==> src/rtl/srt_div_pkg.sv <==
package srt_div_pkg;

  // Strobes the sequencer hands to the datapath each cycle
  typedef struct packed {
    logic load;   // capture and normalise operands
    logic step;   // one digit-selection iteration
    logic fix;    // sign correction and denormalisation
  } ctrlStrobes_t;

  typedef enum logic [1:0] {
    ST_IDLE = 2'd0,
    ST_RUN  = 2'd1,
    ST_FIX  = 2'd2
  } ctrlState_t;

endpackage

==> src/rtl/srt_lzc.sv <==
module srt_lzc #(
  parameter int W = 16,
  localparam int KW = $clog2(W + 1)
) (
  input  logic [W-1:0]  value,
  output logic [KW-1:0] count
);

  // Scan upward so the highest set bit writes last and wins
  always_comb begin
    count = KW'(W);
    for (int i = 0; i < W; i++) begin
      if (value[i]) count = KW'(W - 1 - i);
    end
  end

endmodule

==> src/rtl/srt_div_ctrl.sv <==
module srt_div_ctrl
  import srt_div_pkg::*;
#(
  parameter int W = 16,
  localparam int CW = (W > 2) ? $clog2(W) : 1
) (
  input  logic         clk,
  input  logic         rstN,
  input  logic         start,
  output ctrlStrobes_t strb,
  output logic         done
);

  localparam logic [CW-1:0] LAST_ITER = CW'(W - 1);

  ctrlState_t     state;
  logic [CW-1:0]  iterCnt;

  always_comb begin
    strb      = '0;
    strb.load = (state == ST_IDLE) && start;
    strb.step = (state == ST_RUN);
    strb.fix  = (state == ST_FIX);
  end

  always_ff @(posedge clk or negedge rstN) begin
    if (!rstN) begin
      state   <= ST_IDLE;
      iterCnt <= '0;
      done    <= 1'b0;
    end else begin
      done <= (state == ST_FIX);
      unique case (state)
        ST_IDLE: if (start) begin
          state   <= ST_RUN;
          iterCnt <= '0;
        end
        ST_RUN: begin
          iterCnt <= iterCnt + CW'(1);
          if (iterCnt == LAST_ITER) state <= ST_FIX;
        end
        ST_FIX:  state <= ST_IDLE;
        default: state <= ST_IDLE;
      endcase
    end
  end

  // results announced for a single cycle only
  p_done_pulse_r6: assert property (@(posedge clk) disable iff (!rstN)
    done |=> !done);

  // done coincides with the return to idle
  p_done_idle_r6: assert property (@(posedge clk) disable iff (!rstN)
    done |-> (state == ST_IDLE));

  // an accepted start always begins a fresh iteration count
  p_start_accept_r7: assert property (@(posedge clk) disable iff (!rstN)
    (state == ST_IDLE && start) |=> (state == ST_RUN && iterCnt == '0));

endmodule

==> src/rtl/srt_div_dp.sv <==
module srt_div_dp
  import srt_div_pkg::*;
#(
  parameter int W = 16,
  localparam int AW = W + 2,
  localparam int KW = $clog2(W + 1)
) (
  input  logic         clk,
  input  logic         rstN,
  input  ctrlStrobes_t strb,
  input  logic [W-1:0] dividend,
  input  logic [W-1:0] divisor,
  output logic [W-1:0] quotient,
  output logic [W-1:0] remainder
);

  logic [AW-1:0]  accReg;      // signed partial remainder
  logic [W-1:0]   dividendSh;  // dividend bits still to enter accReg
  logic [W-1:0]   divisorN;    // normalised divisor
  logic [W-1:0]   posDig;      // +1 digits
  logic [W-1:0]   negDig;      // -1 digits
  logic [KW-1:0]  shiftK;

  logic [KW-1:0]  lzCount;
  logic [2*W-1:0] wideDividend;
  logic [AW-1:0]  shiftedAcc;
  logic [AW-1:0]  bExt;
  logic [AW-1:0]  addend;
  logic [AW-1:0]  stepSum;
  logic [2:0]     top3;
  logic           digitZero;
  logic           isNeg;
  logic           needFix;
  logic [W-1:0]   rawQuot;
  logic [W-1:0]   remFixed;

  srt_lzc #(.W(W)) u_lzc (
    .value (divisor),
    .count (lzCount)
  );

  always_comb begin
    wideDividend = {{W{1'b0}}, dividend} << lzCount;
    bExt         = {2'b00, divisorN};
    shiftedAcc   = {accReg[AW-2:0], dividendSh[W-1]};
    top3         = shiftedAcc[AW-1 -: 3];
    digitZero    = (top3 == 3'b000) || (top3 == 3'b111);
    isNeg        = shiftedAcc[AW-1];
    // single adder: add B when negative, else add ~B + 1
    addend       = isNeg ? bExt : ~bExt;
    stepSum      = shiftedAcc + addend + {{(AW-1){1'b0}}, ~isNeg};
    needFix      = accReg[AW-1];
    rawQuot      = posDig - negDig;
    remFixed     = needFix ? (accReg[W-1:0] + divisorN) : accReg[W-1:0];
  end

  always_ff @(posedge clk or negedge rstN) begin
    if (!rstN) begin
      accReg     <= '0;
      dividendSh <= '0;
      divisorN   <= '0;
      posDig     <= '0;
      negDig     <= '0;
      shiftK     <= '0;
      quotient   <= '0;
      remainder  <= '0;
    end else if (strb.load) begin
      accReg     <= {2'b00, wideDividend[2*W-1:W]};
      dividendSh <= wideDividend[W-1:0];
      divisorN   <= divisor << lzCount;
      shiftK     <= lzCount;
      posDig     <= '0;
      negDig     <= '0;
    end else if (strb.step) begin
      dividendSh <= {dividendSh[W-2:0], 1'b0};
      if (digitZero) begin
        accReg <= shiftedAcc;
        posDig <= {posDig[W-2:0], 1'b0};
        negDig <= {negDig[W-2:0], 1'b0};
      end else begin
        accReg <= stepSum;
        posDig <= {posDig[W-2:0], ~isNeg};
        negDig <= {negDig[W-2:0], isNeg};
      end
    end else if (strb.fix) begin
      accReg    <= {2'b00, remFixed};
      quotient  <= rawQuot - {{(W-1){1'b0}}, needFix};
      remainder <= remFixed >> shiftK;
    end
  end

  // a held divisor is always normalised
  p_norm_msb_r2: assert property (@(posedge clk) disable iff (!rstN)
    (divisorN != '0) |-> divisorN[W-1]);

  // partial remainder stays strictly inside (-B, B)
  p_partial_bound_r4: assert property (@(posedge clk) disable iff (!rstN)
    (divisorN != '0) |-> (($signed(accReg) < $signed(bExt)) &&
                          ($signed(accReg) > -$signed(bExt))));

  // corrected remainder is below the original divisor
  p_rem_bound_r5: assert property (@(posedge clk) disable iff (!rstN)
    strb.fix |=> (remainder < (divisorN >> shiftK)));

endmodule

==> src/rtl/srt_divider.sv <==
module srt_divider
  import srt_div_pkg::*;
#(
  parameter int W = 16
) (
  input  logic         clk,
  input  logic         rstN,
  input  logic         start,
  input  logic [W-1:0] dividend,
  input  logic [W-1:0] divisor,
  output logic [W-1:0] quotient,
  output logic [W-1:0] remainder,
  output logic         done
);

  ctrlStrobes_t strb;

  srt_div_ctrl #(.W(W)) u_ctrl (
    .clk   (clk),
    .rstN  (rstN),
    .start (start),
    .strb  (strb),
    .done  (done)
  );

  srt_div_dp #(.W(W)) u_dp (
    .clk       (clk),
    .rstN      (rstN),
    .strb      (strb),
    .dividend  (dividend),
    .divisor   (divisor),
    .quotient  (quotient),
    .remainder (remainder)
  );

endmodule

==> config.mk <==
export PLATFORM = sky130hd
export DESIGN_NAME = srt_divider
export DESIGN_NICKNAME = d
export VERILOG_FILES = /design/src/rtl/srt_div_pkg.sv /design/src/rtl/srt_lzc.sv /design/src/rtl/srt_div_ctrl.sv /design/src/rtl/srt_div_dp.sv /design/src/rtl/srt_divider.sv
export SDC_FILE = /design/constraint.sdc
export NUM_CORES = 1
export LEC_CHECK = 0
export BUFFER_PORTS_ARGS = -buffer_cell sky130_fd_sc_hd__buf_2
export CAP_MARGIN = 10
export CELL_PAD_IN_SITES_DETAIL_PLACEMENT = 0
export CELL_PAD_IN_SITES_GLOBAL_PLACEMENT = 1
export CORE_MARGIN = 2
export CORE_UTILIZATION = 32
export CTS_BUF_LIST = sky130_fd_sc_hd__clkbuf_16
export CTS_CLUSTER_SIZE = 12
export DETAILED_ROUTE_END_ITERATION = 8
export PLACE_DENSITY = 0.6
export SKIP_CTS_REPAIR_TIMING = 1
export SYNTH_ARGS = -nofsm -noshare
export SYNTH_HDL_FRONTEND = slang
export SYNTH_HIERARCHICAL = 1
export SYNTH_SLANG_ARGS = --single-unit
==> constraint.sdc <==
create_clock -name clk -period 5.3 [get_ports clk]
set_input_delay 0.53 -clock clk [delete_from_list [all_inputs] [get_ports clk]]
set_output_delay 0.53 -clock clk [all_outputs]
set_load 0.02 [all_outputs]
==> impl_metrics.py, run 1 <==
metrics = {
    "yosys": {
        "syn_area_um2": 10600,
        "synth_top_area_share": 0.296,
        "yosysSeqAreaShare": 0.296,
        "synth-seq-cells": 126,
        "avgSynthCellArea_um2": 8.46,
        "synth_edf_count": 0,
        "syn_nets": 1357,
        "synth_top_area_cell": "dfrtp_1",
        "yosysWarnings": 6,
        "synth_top_flop_cell": "dfrtp_1",
        "ys_async_sr_fraction": 1.00,
        "synth_area_leaders": "dfrtp_1 (30%), mux2i_1 (8.7%), ha_1 (7.0%)",
        "ys_types": 90,
        "netlist_instances": 1258,
    },
    "finish": {
        "syn_to_final_growth_pct": 12.6,
        "utilization": 0.368,
        "drive_gt1_frac": 0.137,
        "nNetsFinal": 1390,
    },
    "sta": {
        "tns_ps": 0,
        "min_period_over_period": 0.723,
        "setup_slack_ps": 1470,
        "maxSlewHeadroom": 0.308,
        "finClkSkew_ps": 11.3,
        "finalHoldViolations": 0,
        "rsz0062_at_grt": "no",
        "layout_min_cycle_time_ps": 3830,
        "fmax_mhz": 261,
        "finalSetupViolations": 0,
        "maxSlewViolCount": 0,
        "worst_pin_slew_ps": 1040,
    },
    "critical_path": {
        "crit_family": "compound AO/OA/AOI/OAI gates",
        "max_stage_delay_ps": 520,
        "critPathBufInv": 0,
        "critical-path-slowest-cell": "a41oi_1",
        "worst_path_most_repeated_cell": "a21oi_1",
        "arrival_ps": 4150,
        "cp.depth": 11,
        "crit_path_start_kind": "flip-flop",
        "worstRegToRegCells": 11,
        "cp_cell_sequence": "ha_1, fa_1, a211oi_1, o21ai_1, a41oi_1, mux2i_1, a21oi_1, nor3_1, mux2_2, a21oi_1, a31o_2",
        "cp.required_ps": 5620,
        "cp-end-kind": "flip-flop",
        "cp_max_fo": 5,
        "critPathKind": "reg2reg",
    },
    "floorplanning": {
        "ioPinCount": 68,
        "rows": 66,
        "die_width_um": 186,
        "die_h_um": 186,
        "initial_core_util": 0.326,
        "fp.coreArea_um2": 32600,
        "die_area_um2": 34800,
    },
    "drt": {
        "routed_wl_mm": 33.2,
        "first_pass_iters": 9,
        "via_count": 9420,
        "wl_per_cell_um": 19.0,
        "drcViolationCount": 0,
        "viasPerCell": 5.40,
        "drt.antenna.violating_nets": 0,
        "drt_iter0_markers": 724,
    },
    "clock_network": {
        "cts_tree": "yes",
        "clk_pin_slew_ps": 60,
        "h-tree-depth": 4,
        "cts_root_buf": "clkbuf_16",
        "clockBufferDepth": 2,
        "clk_latency_ps": 440,
        "cts_buffers": 17,
        "numClockSinks": 126,
    },
    "job": {
        "cap_viol_max_count": 0,
    },
    "global_route": {
        "grt_max_degree": 94,
        "grt.total_usage": 0.194,
        "grt_pass1_vias": 9172,
        "overflow": 0,
        "antenna_found_initial": 2,
        "grt_first_pass_wirelength_mm": 53.2,
    },
    "placement": {
        "dpl.hpwl_mm": 25.1,
        "routabilityCongestion": 0.850,
        "port_buffers": 67,
        "dp_worst_setup_slack_ps": 1470,
    },
    "min_path": {
        "hp-class": "in2async",
    },
    "outcome": {
        "outcome": "complete, no violations",
    },
}
-- cell usage after synthesis (5+ instances only) --
| master | n |
|---|---|
| xnor2_1 | 32 |
| a21o_1 | 16 |
| o221ai_1 | 10 |
| o211ai_1 | 11 |
| or3_1 | 6 |
| nor2b_1 | 20 |
| mux2_2 | 23 |
| o21a_1 | 18 |
| nor2_1 | 126 |
| a211oi_1 | 21 |
| a221oi_1 | 7 |
| o21ai_0 | 80 |
| nand2b_1 | 11 |
| o22ai_1 | 16 |
| mux2i_1 | 93 |
| and2_1 | 6 |
| nor3_1 | 25 |
| nor3b_1 | 5 |
| a22o_1 | 8 |
| clkbuf_1 | 55 |
| a31oi_1 | 13 |
| xor2_1 | 18 |
| dfrtp_1 | 126 |
| inv_1 | 71 |
| ha_1 | 60 |
| o31ai_1 | 6 |
| o2bb2ai_1 | 7 |
| o21ai_1 | 9 |
| a21oi_1 | 78 |
| mux4_2 | 6 |
| o22a_1 | 5 |
| buf_1 | 10 |
| a22oi_1 | 7 |
| nand2_1 | 113 |
| and3_1 | 10 |
| nand3_1 | 17 |
| buf_2 | 5 |
-- area by class of cell --
type	count	area (µm²)
repair buffers	88	499
well taps	442	553
clock inverters	14	144
clock buffers	17	425
inverters	75	282
multi-input cells	983	6930
diodes	1	2.50
flip-flops and latches	126	3150
fillers	3420	20600
-- worst reg2reg max path, cell delays in order (launching register included) --
cell and delay, ps:
dfrtp_1 420, ha_1 250, fa_1 460, a211oi_1 340, o21ai_1 160, a41oi_1 520, mux2i_1 340, a21oi_1 110
nor3_1 440, mux2_2 290, a21oi_1 100, a31o_2 290
-- registers in the layout (all words and copies together), names as in the netlist --
| register | flops |
|---|---|
| u_ctrl/state | 2 |
| u_dp/dividendSh | 16 |
| u_ctrl/iterCnt | 4 |
| u_dp/shiftK | 5 |
| u_dp/posDig | 16 |
| u_ctrl/done | 1 |
| u_dp/quotient | 16 |
| u_dp/divisorN | 16 |
| u_dp/accReg | 18 |
| u_dp/negDig | 16 |
| u_dp/remainder | 16 |
-- worst paths after layout --
check / startpoint / endpoint / slack (ps)
min in group clk: u_dp/quotient[2] / u_dp/quotient[2] / 470
worst min register to register: u_dp/quotient[2] / u_dp/quotient[2] / 470
worst max register to register: u_dp/accReg[0] / u_dp/remainder[0] / 1470
worst max-delay path: u_dp/accReg[0] / u_dp/remainder[0] / 1470
max in group asynchronous: rstN / u_dp/divisorN[2] / 4060
worst min-delay path: rstN / u_dp/remainder[9] / 160
-- stage by stage --
stage | hold slack [ps] | std cells | area [µm²]
4_1_cts | 201 | 1745 | 12000
3_5_place_dp | 464 | 1714 | 11400
6_report | 157 | 1746 | 12000
2_1_floorplan | 234 | 1258 | 10600
3_3_place_gp | 457 | 1714 | 11400
5_1_grt | 223 | 1745 | 12000
-- kinds of logic (layout without fill, tap and decap cells) --
kind of cell / Yosys count / count (layout) / share of synthesized area
compound gates: 377 / 377 / 0.240
xor+xnor: 50 / 50 / 0.0411
fa+ha+maj: 64 / 64 / 0.0780
buf+inv: 149 / 194 / 0.0556
flops: 126 / 126 / 0.296
mux: 123 / 123 / 0.126
other cells: 0 / 1 / 0
simple gates: 369 / 369 / 0.163
-- cells in the final DEF (no fill, tap or decap), drive strengths merged, types with 13 or more instances in the layout --
cell,synthesis,layout
o21a,18,18
mux2,24,24
o21ai,90,90
a31oi,13,13
a21oi,80,80
a21o,16,16
inv,72,74
a211oi,21,21
nand2,114,114
nor3,25,25
xnor2,32,32
buf,19,88
nand3,19,19
nor2b,20,20
nor2,126,126
mux2i,93,93
clkbuf,55,17
o211ai,13,13
dfrtp,126,126
ha,60,60
xor2,18,18
o22ai,16,16
-- per-layer routing --
metal,global-route usage,part of all wire
met4,0.0538,0.017
met1,0.268,0.48
met3,0.0372,0.055
met2,0.309,0.45
met5,0,0.00033
Power of run 1 is left out: the tool's default activity adds up to more than one toggle a clock period on the data nets, which glitch-free logic cannot reach.
==> run 2: changes to the inputs <==
clock period = 3.6 ns   (was 5.3 ns; I/O delays follow)
==> run 2 against run 1 <==
The run now ends with negative hold slack left. Routed wire length increased by 1.7%. Count of clock-buffer cells in the layout unchanged. Maximum frequency increased by 14%. Core utilization increased by 0.95 points. Sequential cell count unchanged. Sequential share of layout area decreased by 0.66 points. Hold slack got worse by 200 ps. Non-clock buffer count increased by 36.
==> impl_metrics.py, run 2 (synthesis gave the netlist of run 1 again) <==
metrics = {
    "drt": {
        "wl_per_cell_um": 19.0,
        "drcViolationCount": 0,
        "first_pass_iters": 5,
        "via_count": 9677,
        "drt.antenna.violating_nets": 0,
        "drt_iter0_markers": 717,
        "viasPerCell": 5.43,
        "routed_wl_mm": 33.8,
    },
    "job": {
        "cap_viol_max_count": 0,
    },
    "finish": {
        "syn_to_final_growth_pct": 15.5,
        "antennaDiodeCount": 0,
        "mostFrequentLayoutCells": "dfrtp_1 (126), nor2_1 (126), nand2_1 (112)",
        "largest_reg_flops": 18,
        "nNetsFinal": 1426,
        "utilization": 0.377,
        "drive_gt1_frac": 0.166,
        "fin_cells": 1782,
        "regMostFlops": "u_dp/accReg",
    },
    "critical_path": {
        "critPathKind": "reg2reg",
        "r2r_start": "u_dp/divisorN[0]",
        "cp-end-kind": "flip-flop",
        "cp.required_ps": 3920,
        "crit_path_start_kind": "flip-flop",
        "arrival_ps": 3690,
        "cp_max_fo": 4,
        "crit_start": "u_dp/divisorN[0]",
    },
    "global_route": {
        "antenna_found_initial": 3,
        "overflow": 0,
        "grt_first_pass_wirelength_mm": 54.2,
        "grt.total_usage": 0.195,
        "grt_max_degree": 84,
        "grt_pass1_vias": 9490,
    },
    "placement": {
        "dpl.hpwl_mm": 26.0,
        "dpl.cell_count": 1749,
        "dp_worst_setup_slack_ps": 199,
        "routabilityCongestion": 0.918,
        "port_buffers": 67,
    },
    "clock_network": {
        "h-tree-depth": 4,
        "clk_pin_slew_ps": 70,
        "numClockSinks": 126,
        "cts_root_buf": "clkbuf_16",
        "clk_latency_ps": 430,
        "cts_tree": "yes",
        "clockBufferDepth": 2,
        "cts_buffers": 17,
    },
    "outcome": {
        "violations": "negative hold slack",
        "outcome": "finished with violations",
    },
    "floorplanning": {
        "ioPinCount": 68,
        "fp.coreArea_um2": 32600,
        "die_area_um2": 34800,
        "die_width_um": 186,
        "die_h_um": 186,
        "initial_core_util": 0.326,
        "rows": 66,
    },
    "sta": {
        "hold_ws_ps": -39.8,
        "rsz0062_at_grt": "no",
        "maxSlewHeadroom": 0.464,
        "tns_ps": 0,
        "fmax_mhz": 297,
        "finalHoldViolations": 14,
        "min_period_over_period": 0.936,
        "layout_min_cycle_time_ps": 3370,
        "worst_pin_slew_ps": 798,
        "setup_slack_ps": 229,
        "finClkSkew_ps": 13.0,
        "finalSetupViolations": 0,
        "maxSlewViolCount": 0,
    },
    "min_path": {
        "hp-class": "in2async",
    },
}
==> run 2: final timing paths <==
path | endpoint | slack [ps] | depth (start not counted)
setup / recovery | u_dp/remainder[3] | 230 | 11
hold / removal | u_dp/remainder[1] | -40 | 1
setup reg to reg | u_dp/remainder[3] | 230 | 11
hold reg to reg | u_dp/quotient[7] | 470 | 2
max in group asynchronous | u_dp/quotient[4] | 2810 | 2
min in group clk | u_dp/divisorN[0] | 390 | 3
==> run 2: metal layers <==
metal  part of all wire  GRT usage  up-vias
met2               0.45      0.307      223
met3              0.043     0.0335       49
met1               0.49      0.274     4660
li1                   -          -     4741
met4              0.023     0.0600        4
met5            0.00077          0        -
==> run 2: critical path, cell delays in order, from the launching register on <==
cell	delay, ps
dfrtp_1	400
ha_1	220
fa_1	490
a211o_1	340
a21oi_1	220
o21ai_1	120
a21oi_2	150
xnor2_1	140
mux4_2	520
mux2i_1	220
o32ai_1	110
a221o_1	330
==> run 2: stage by stage <==
| stage | hold WS [ps] | instance area, µm² |
|---|---|---|
| 2_1_floorplan | 64.4 | 10700 |
| 3_3_place_gp | 458 | 11700 |
| 3_5_place_dp | 466 | 11700 |
| 4_1_cts | 2.97 | 12300 |
| 5_1_grt | 36.8 | 12300 |
| 6_report | -39.8 | 12300 |
==> run 2: cell type report <==
type | instances | area, µm²
clock inverter | 15 | 153
tap | 442 | 553
sequential | 126 | 3150
clock buffer | 17 | 425
multi-input combinational | 983 | 6950
fill | 3384 | 20300
timing repair buffer | 124 | 782
inverter | 75 | 282
Power of run 2 is left out for the same reason.
==> run 3: changes to the inputs <==
ABC_AREA = 1   (was not set)
PLACE_DENSITY = 0.59   (was 0.6)
==> run 3 against run 2 <==
Register-to-register slack gained 520 ps. Count of clock-buffer cells in the layout unchanged. The run now ends clean. Synthesized cell count up 26%. Die area down 2.0%. Clock skew fell by 1.0 ps. Largest cell class unchanged. First-iteration DRC count up 2.0%. Non-clock buffer count shrank 30. Routed wire length is 4.2% higher.
==> impl_metrics.py, run 3 <==
metrics = {
    "outcome": {
        "outcome": "complete, no violations",
    },
    "sta": {
        "tns_ps": 0,
        "finClkSkew_ps": 12.0,
        "rsz0062_at_grt": "no",
        "fmax_mhz": 350,
        "min_period_over_period": 0.793,
        "finalSetupViolations": 0,
        "finalHoldViolations": 0,
        "layout_min_cycle_time_ps": 2850,
        "maxSlewHeadroom": 0.444,
        "maxSlewViolCount": 0,
        "hold_ws_ps": 6.07,
        "worst_pin_slew_ps": 834,
    },
    "finish": {
        "antennaDiodeCount": 0,
        "nNetsFinal": 1738,
        "drive_gt1_frac": 0.0981,
        "syn_to_final_growth_pct": 14.2,
        "area.sequential_um2": 3150,
        "largest_reg_flops": 18,
        "fin_cells": 2094,
        "nFillCells": 3600,
        "mostFrequentLayoutCells": "nand2_1 (466), inv_1 (221), nand3_1 (173)",
        "final_common_cell": "nand2_1",
        "multiInputGateArea_um2": 6180,
        "regMostFlops": "u_dp/accReg",
    },
    "clock_network": {
        "cts_buffers": 17,
        "cts_tree": "yes",
        "clk_pin_slew_ps": 60,
        "cts_root_buf": "clkbuf_16",
        "clk_latency_ps": 440,
        "numClockSinks": 126,
        "h-tree-depth": 4,
        "clockBufferDepth": 2,
    },
    "drt": {
        "drcViolationCount": 0,
        "via_count": 10475,
        "drt.antenna.violating_nets": 0,
        "routed_wl_mm": 35.2,
        "first_pass_iters": 5,
        "wl_per_cell_um": 16.8,
        "viasPerCell": 5.00,
        "drt_iter0_markers": 731,
    },
    "yosys": {
        "synth_edf_count": 0,
        "synth.mux.area_fraction": 0.00384,
        "yosys.cell_count.top_type": "nand2_1",
        "synth_commonest_cells": "nand2_1 (466), inv_1 (220), nand3_1 (173)",
        "synth_top_family_by_area": "simple AND/OR/NAND/NOR gates",
        "ys_types": 50,
        "syn_area_um2": 10400,
        "synthXorXnorAreaFrac": 0.0252,
        "netlist_instances": 1584,
        "synth_top_area_share": 0.302,
        "avgSynthCellArea_um2": 6.59,
        "synth_top_area_cell": "dfrtp_1",
        "synth_area_leaders": "dfrtp_1 (30%), nand2_1 (17%), nand3_1 (8.3%)",
        "ys_async_sr_fraction": 1.00,
        "yosys.area_share.simple": 0.313,
        "synthAdderAreaFrac": 0.0796,
        "yosysSeqAreaShare": 0.302,
        "synth-seq-cells": 126,
        "syn_nets": 1683,
        "synth_top_flop_cell": "dfrtp_1",
        "yosysWarnings": 6,
        "synth_compound_area_frac": 0.169,
    },
    "critical_path": {
        "crit_family": "simple AND/OR/NAND/NOR gates",
        "cp-end-kind": "flip-flop",
        "cp_cell_sequence": "ha_1, fa_1, nand2_1, nand2_1, nand3_1, nand2_1, nand2_1, nand2_1, nand2_1, nand3_1, nand3_1, o21ai_0, a21oi_1, nand3_1, nand2_1, inv_1",
        "critPathBufInv": 1,
        "worst_path_most_repeated_cell": "nand2_1",
        "max_stage_delay_ps": 410,
        "crit_path_start_kind": "flip-flop",
        "arrival_ps": 3190,
        "cp.required_ps": 3930,
        "critPathKind": "reg2reg",
        "cp_max_fo": 4,
        "critical-path-slowest-cell": "dfrtp_1",
    },
    "placement": {
        "port_buffers": 67,
        "dpl.cell_count": 2062,
        "routabilityCongestion": 0.900,
        "dpl.hpwl_mm": 27.9,
    },
    "floorplanning": {
        "fp.coreArea_um2": 32300,
        "die_area_um2": 34100,
        "rows": 66,
        "die_h_um": 185,
        "initial_core_util": 0.323,
        "ioPinCount": 68,
        "die_width_um": 185,
    },
    "min_path": {
        "hp-class": "in2async",
    },
    "global_route": {
        "overflow": 0,
        "grt_max_degree": 82,
        "grt_first_pass_wirelength_mm": 56.6,
        "grt_pass1_vias": 10442,
        "grt.total_usage": 0.216,
        "antenna_found_initial": 0,
    },
    "job": {
        "cap_viol_max_count": 0,
    },
}
[run 3: per-stage QoR]
stage	setup WS [ps]	util	area, µm²
after global routing	510	0.369	11900
after detailed placement	490	0.351	11300
after CTS	791	0.369	11900
after floorplan	1050	-	10400
after global placement	501	0.351	11300
final	745	0.369	11900
[run 3: per-layer routing]
layer	share of wire	vias up	wire length, µm	track usage
li1	-	5335	-	-
met2	0.49	211	17400	0.379
met4	0.015	0	535	0.0573
met5	0	-	0	0
met1	0.46	4901	16100	0.276
met3	0.034	28	1210	0.0306
[run 3: cell families (layout without fill, tap and decap cells)]
group / count (synthesis) / after routing
compound gates: 305 / 305
fa+ha+maj: 64 / 64
simple gates: 764 / 764
xor+xnor: 30 / 30
flops: 126 / 126
mux: 4 / 4
buf+inv: 291 / 359
[run 3: area by class of cell]
| cell class | instances | area share |
|---|---|---|
| inverters | 233 | 0.0736 |
| clock buffers | 17 | 0.0357 |
| repair buffers | 94 | 0.0467 |
| well taps | 442 | 0.0464 |
| flip-flops and latches | 126 | 0.265 |
| multi-input cells | 1167 | 0.519 |
| clock inverters | 15 | 0.0144 |
[run 3: path summary, 6_finish.rpt]
check / startpoint / to / slack [ps] / depth (start not counted)
min in group clk: start / u_ctrl/state[0] / 230 / 3
worst min register to register: u_dp/remainder[10] / u_dp/remainder[10] / 470 / 2
worst max register to register: u_dp/accReg[0] / u_dp/accReg[10] / 750 / 16
worst max-delay path: u_dp/accReg[0] / u_dp/accReg[10] / 750 / 16
worst min-delay path: rstN / u_dp/accReg[16] / 6 / 1
max in group asynchronous: rstN / u_ctrl/iterCnt[2] / 2830 / 2
Power of run 3 is left out for the same reason.
